--- src/rtl/pwm_aq_pkg.sv ---
package pwm_aq_pkg;

    localparam int ACT_W    = 10;
    localparam int FRC_W    = 4;
    localparam int N_CH     = 2;
    localparam int OFS_ZERO = 0;
    localparam int OFS_PRD  = 2;
    localparam int OFS_CMPA = 4;
    localparam int OFS_CMPB = 8;

    typedef enum logic [1:0] {
        ACT_NONE   = 2'b00,
        ACT_LOW    = 2'b01,
        ACT_HIGH   = 2'b10,
        ACT_TOGGLE = 2'b11
    } act_e;

    typedef enum logic [1:0] {
        RLD_ZERO   = 2'b00,
        RLD_PERIOD = 2'b01,
        RLD_EITHER = 2'b10,
        RLD_IMMED  = 2'b11
    } reload_e;

    typedef struct packed {
        logic cmp_b;
        logic cmp_a;
        logic period;
        logic zero;
    } tb_events_t;

    function automatic act_e act_field(logic [ACT_W-1:0] word, int ofs);
        return act_e'(word[ofs +: 2]);
    endfunction

    function automatic logic apply_act(logic cur, act_e a);
        case (a)
            ACT_LOW:    return 1'b0;
            ACT_HIGH:   return 1'b1;
            ACT_TOGGLE: return ~cur;
            default:    return cur;
        endcase
    endfunction

endpackage

--- src/rtl/aq_compare.sv ---
module aq_compare
    import pwm_aq_pkg::*;
#(
    parameter int CNT_W = 16
) (
    input  logic             clk,
    input  logic             rst,
    input  logic             we,
    input  logic [CNT_W-1:0] wdata,
    input  logic             tick,
    input  logic             up,
    input  logic [CNT_W-1:0] count,
    output logic             match
);

    logic [CNT_W-1:0] cmp_q;

    always_ff @(posedge clk) begin
        if (rst)     cmp_q <= '0;
        else if (we) cmp_q <= wdata;
    end

    assign match = tick & up & (count == cmp_q);

endmodule

--- src/rtl/aq_force.sv ---
module aq_force
    import pwm_aq_pkg::*;
(
    input  logic             clk,
    input  logic             rst,
    input  logic             we,
    input  logic [FRC_W-1:0] wdata,
    input  logic             mode_we,
    input  logic [1:0]       mode_wdata,
    input  logic             tick,
    input  logic             zero,
    input  logic             period,
    output logic [FRC_W-1:0] active
);

    logic [FRC_W-1:0] shadow_q;
    logic [FRC_W-1:0] active_q;
    reload_e          mode_q;
    logic             reload_hit;

    always_comb begin
        case (mode_q)
            RLD_ZERO:   reload_hit = tick & zero;
            RLD_PERIOD: reload_hit = tick & period;
            RLD_EITHER: reload_hit = tick & (zero | period);
            default:    reload_hit = 1'b0;
        endcase
    end

    always_ff @(posedge clk) begin
        if (rst) begin
            shadow_q <= '0;
            active_q <= '0;
            mode_q   <= RLD_ZERO;
        end else begin
            if (we)      shadow_q <= wdata;
            if (mode_we) mode_q   <= reload_e'(mode_wdata);
            if (mode_q == RLD_IMMED)
                active_q <= we ? wdata : shadow_q;
            else if (reload_hit)
                active_q <= shadow_q;
        end
    end

    assign active = active_q;

    AST_IMMED_WRITE: assert property (@(posedge clk) disable iff (rst)
        (mode_q == RLD_IMMED && we) |=> active_q == $past(wdata));

    AST_HOLD_OFF_POINT: assert property (@(posedge clk) disable iff (rst)
        (mode_q != RLD_IMMED && !(tick && (zero || period))) |=> $stable(active_q));

endmodule

--- src/rtl/aq_channel.sv ---
module aq_channel
    import pwm_aq_pkg::*;
(
    input  logic             clk,
    input  logic             rst,
    input  logic             act_we,
    input  logic [ACT_W-1:0] act_wdata,
    input  logic             tick,
    input  tb_events_t       ev,
    input  logic [1:0]       frc,
    output logic             out
);

    logic [ACT_W-1:0] act_q;
    logic             out_q;
    act_e             chosen;
    logic             nxt;

    // lowest priority first; later assignments win
    always_comb begin
        chosen = ACT_NONE;
        if (ev.zero   && act_field(act_q, OFS_ZERO) != ACT_NONE) chosen = act_field(act_q, OFS_ZERO);
        if (ev.period && act_field(act_q, OFS_PRD)  != ACT_NONE) chosen = act_field(act_q, OFS_PRD);
        if (ev.cmp_b  && act_field(act_q, OFS_CMPB) != ACT_NONE) chosen = act_field(act_q, OFS_CMPB);
        if (ev.cmp_a  && act_field(act_q, OFS_CMPA) != ACT_NONE) chosen = act_field(act_q, OFS_CMPA);
    end

    always_comb begin
        case (frc)
            2'b01:   nxt = 1'b0;
            2'b10:   nxt = 1'b1;
            default: nxt = apply_act(out_q, chosen);
        endcase
    end

    always_ff @(posedge clk) begin
        if (rst) begin
            act_q <= '0;
            out_q <= 1'b0;
        end else begin
            if (act_we) act_q <= act_wdata;
            if (tick)   out_q <= nxt;
        end
    end

    assign out = out_q;

    AST_RESET_LOW: assert property (@(posedge clk)
        rst |=> !out_q);

    AST_NO_TICK_HOLD: assert property (@(posedge clk) disable iff (rst)
        !tick |=> $stable(out_q));

    AST_FORCE_LOW: assert property (@(posedge clk) disable iff (rst)
        (tick && frc == 2'b01) |=> !out_q);

    AST_FORCE_HIGH: assert property (@(posedge clk) disable iff (rst)
        (tick && frc == 2'b10) |=> out_q);

endmodule

--- src/rtl/pwm_action_qual.sv ---
module pwm_action_qual
    import pwm_aq_pkg::*;
#(
    parameter int CNT_W = 16
) (
    input  logic             clk,
    input  logic             rst,
    input  logic             tick,
    input  logic [CNT_W-1:0] tb_count,
    input  logic             tb_zero,
    input  logic             tb_period,
    input  logic             tb_up,
    input  logic             cmp_a_we,
    input  logic             cmp_b_we,
    input  logic [CNT_W-1:0] cmp_wdata,
    input  logic             act_a_we,
    input  logic             act_b_we,
    input  logic [ACT_W-1:0] act_wdata,
    input  logic             frc_we,
    input  logic [FRC_W-1:0] frc_wdata,
    input  logic             rld_we,
    input  logic [1:0]       rld_wdata,
    output logic             pwm_a,
    output logic             pwm_b
);

    logic [N_CH-1:0]  cmp_we_v;
    logic [N_CH-1:0]  act_we_v;
    logic [N_CH-1:0]  match_v;
    logic [N_CH-1:0]  out_v;
    logic [FRC_W-1:0] frc_active;
    tb_events_t       ev;

    assign cmp_we_v = {cmp_b_we, cmp_a_we};
    assign act_we_v = {act_b_we, act_a_we};

    assign ev.zero   = tick & tb_zero;
    assign ev.period = tick & tb_period;
    assign ev.cmp_a  = match_v[0];
    assign ev.cmp_b  = match_v[1];

    aq_force u_force (
        .clk        (clk),
        .rst        (rst),
        .we         (frc_we),
        .wdata      (frc_wdata),
        .mode_we    (rld_we),
        .mode_wdata (rld_wdata),
        .tick       (tick),
        .zero       (tb_zero),
        .period     (tb_period),
        .active     (frc_active)
    );

    for (genvar ch = 0; ch < N_CH; ch++) begin : g_ch
        aq_compare #(.CNT_W(CNT_W)) u_cmp (
            .clk   (clk),
            .rst   (rst),
            .we    (cmp_we_v[ch]),
            .wdata (cmp_wdata),
            .tick  (tick),
            .up    (tb_up),
            .count (tb_count),
            .match (match_v[ch])
        );

        aq_channel u_chan (
            .clk       (clk),
            .rst       (rst),
            .act_we    (act_we_v[ch]),
            .act_wdata (act_wdata),
            .tick      (tick),
            .ev        (ev),
            .frc       (frc_active[2*ch +: 2]),
            .out       (out_v[ch])
        );
    end

    assign pwm_a = out_v[0];
    assign pwm_b = out_v[1];

endmodule

--- config.mk ---
export PLATFORM = sky130hd
export DESIGN_NAME = pwm_action_qual
export DESIGN_NICKNAME = d
export VERILOG_FILES = /design/src/rtl/pwm_aq_pkg.sv /design/src/rtl/aq_compare.sv /design/src/rtl/aq_force.sv /design/src/rtl/aq_channel.sv /design/src/rtl/pwm_action_qual.sv
export SDC_FILE = /design/constraint.sdc
export NUM_CORES = 1
export LEC_CHECK = 0
export BUFFER_PORTS_ARGS = -buffer_cell sky130_fd_sc_hd__buf_4
export CAP_MARGIN = 10
export CORE_ASPECT_RATIO = 0.75
export CORE_MARGIN = 2
export CORE_UTILIZATION = 40
export DETAILED_ROUTE_END_ITERATION = 7
export PLACE_DENSITY_LB_ADDON = 0.3
export RECOVER_POWER = 100
export SYNTH_ARGS = -nofsm -noshare
export SYNTH_HDL_FRONTEND = slang
export SYNTH_SLANG_ARGS = --single-unit
--- constraint.sdc ---
create_clock -name clk -period 6.2 [get_ports clk]
set_clock_uncertainty 0.1 [all_clocks]
set_input_delay 0.62 -clock clk [delete_from_list [all_inputs] [get_ports clk]]
set_output_delay 0.62 -clock clk [all_outputs]
set_load 0.02 [all_outputs]
==> metrics.yaml <==
status: "finished, violations left"
violations: "capacitance limit, slew limit"
totalWireLength_um: 6180
max-slew-margin-rel: -0.725
finalCriticalPeriod_ns: 3.33
drc_errors: 0
rsz0062_at_grt: "false"
holdWs_ns: 0.370
ff_latch_area_mm2: 0.00120
fillerInstances: 640
first_pass_iters: 4
io_buffers: 59
ys_warn_count: 0
cpMaxStageDelayCell: "nor4_1"
ys_ff_latch: 60
die_area_mm2: 0.00787
syn_area_mm2: 0.00287
leakagePower_uw: 0.00166
postSynthCellCount: 305
place_congestion: 0.878
root_buffer: "clkbuf_8"
routedWlPerCell_um: 13.3
cp-end-kind: "flop"
num_vias: 2219
post_cts_buffers: 0
viasPerCell: 4.79
cts_tree: "yes"
setup_ws_ns: 2.87
rows: 26
cp_data_arrival_time_ns: 3.34
setup_viol_count_final: 0
grt_pass1_vias: 2234
drive_gt1_frac: 0.211
ir_drop_mv: 0.150
antenna_cells: 0
cts_hold_buf: 0
syn2layout_area_growth_pct: 24.8
die_x_um: 102
crit_path_cell_trace: "clkbuf_1 > xor2_1 > nor4_1 > nand3_1 > nor4_1 > a22oi_1 > nand2b_1 > ha_1 > nor2_1 > nand2_1 > nand2_1 > a211o_1 > a21oi_1"
start_util: 0.418
io_pins: 62
period_share: 0.537
placedCellCount: 447
crit_path_max_incr_delay_ns: 0.86
cts_buffer_depth: 2
path_max_fanout: 8
synth_top_family_by_area: "multiplexers"
postRouteAntennaNets: 0
synth_simple_gate_area_frac: 0.160
drv_slew: 61
power_uw: 956
grt_util_all_layers: 0.174
htree_levels: 3
core_area_mm2: 0.00686
hold_class: "reg2reg"
cts_sinks: 60
numCtsBuffers: 9
mostFrequentLayoutCell: "nor2_1"
maxCapViolCount: 1
finalNonFillerCells: 463
clk_pin_slew_worst_paths_ns: 0.07
cts_resized: 0
grt_max_degree: 61
worstMarginPinSlew_ns: 2.59
worst-path-buf-inv: 1
antenna_found_initial: 0
yosysSeqAreaShare: 0.419
die_h_um: 77.3
synth_xor_xnor_area_share: 0.0977
synth.avg_cell_area_um2: 9.41
place_ws_ns: 3.15
critPathTopFamily: "simple AND/OR/NAND/NOR gates"
initialDrtViolationCount: 65
yosys-mux-area-fraction: 0.207
mostFrequentLayoutCells: "nor2_1 (65), dfxtp_1 (60), mux2i_1 (56)"
synth_fa_ha_area_frac: 0.0262
max_freq_ghz: 0.300
critPathKind: "in2reg"
pwr_density_cell_mw_per_mm2: 267
tns_ns: 0
num-nets-final: 426
synth_compound_area_frac: 0.0637
hold_viol: 0
dp_hpwl_um: 4620
cp-start-kind: "input port"
synthDistinctLibCells: 30
synth.net_count: 371
grt_pass1_wl_um: 10500
critical_path_required_ns: 6.21
multi_input_area_mm2: 0.00158
insertion_delay_ns: 0.34
gr-total-overflow: 0
==> sequential cells by signal, summed over array words and instances (netlist names) <==
signal and cells:
g_ch.u_chan.act_q 16, u_force.active 4, u_force.mode_q 2, u_force.shadow_q 4, g_ch.u_cmp.cmp_q 32, g_ch.u_chan.out 2
==> metal layers <==
metal | track usage | vias up | routed length (um)
li1 | - | 1144 | -
met1 | 0.253 | 1001 | 3210
met2 | 0.236 | 60 | 2460
met3 | 0.0495 | 14 | 383
met4 | 0.0784 | 0 | 124
met5 | 0 | - | 0
==> where the power goes <==
part,leakage [uW],internal (uW),switching (uW)
logic,0.00106,65.6,62.4
registers,0.000495,409,14.4
clock network,0.000112,249,156
==> cell type report <==
class	instances	area share
multi-input combinational	226	0.441
sequential	60	0.336
timing repair buffer	59	0.120
clock buffer	11	0.0423
tap	98	0.0343
clock inverter	5	0.0234
inverter	4	0.00419
==> cells by family after synthesis <==
group                      Yosys count
AOI/OAI and AO/OA                   26
xor gates and xnor gates            32
adders and majority gates            6
buffers and inverters               19
DFF                                 60
muxes                               59
and+or+nand+nor                    103
==> per-stage QoR <==
step	utilization	cell area, um2
global placement	0.492	3370
detailed placement	0.492	3370
global route	0.522	3580
CTS	0.526	3610
finish	0.522	3580
floorplan	-	2870
==> worst register-to-register path, cell delays in order, from the launching register on <==
cell and delay (ns):
dfxtp_1 0.32, xor2_1 0.17, nor4_1 0.32, nand3_1 0.11
nor4_1 0.86, a22oi_1 0.25, nand2b_1 0.21, ha_1 0.29
nor2_1 0.12, nand2_1 0.07, nand2_1 0.08, a211o_1 0.10
a21oi_1 0.05
==> final timing paths <==
kind / startpoint / endpoint / slack, ns / cells after the start
max: tb_count[9] / g_ch[1].u_chan.out / 2.87 / 13
min: g_ch[0].u_chan.out / g_ch[0].u_chan.out / 0.37 / 2
max reg2reg: g_ch[0].u_cmp.cmp_q[9] / g_ch[1].u_chan.out / 2.92 / 12
min reg2reg: g_ch[0].u_chan.out / g_ch[0].u_chan.out / 0.37 / 2
==> Yosys cell counts <==
cell	n	area, um2
nor2_1	65	244
dfxtp_1	60	1200
mux2i_1	56	561
xor2_1	24	210
nand2_1	15	56.3
clkbuf_1	12	45.0
a21oi_1	8	40.0
nand3_1	8	40.0
xnor2_1	8	70.1
ha_1	6	75.1
a21boi_0	4	30.0
a22o_1	4	35.0
inv_1	4	15.0
buf_2	3	15.0
mux2_2	3	33.8
nor3_1	3	15.0
a211o_1	2	17.5
a211oi_1	2	15.0
a22oi_1	2	15.0
nand2b_1	2	12.5
nand4_1	2	12.5
nor4_1	2	12.5
nor4_2	2	25.0
o21ai_0	2	10.0
a21o_1	1	7.51
a22oi_2	1	12.5
and2_1	1	6.26
and3_1	1	6.26
nand4b_1	1	8.76
nor4_4	1	21.3
Note: power is estimated with default switching activity, not from simulation.
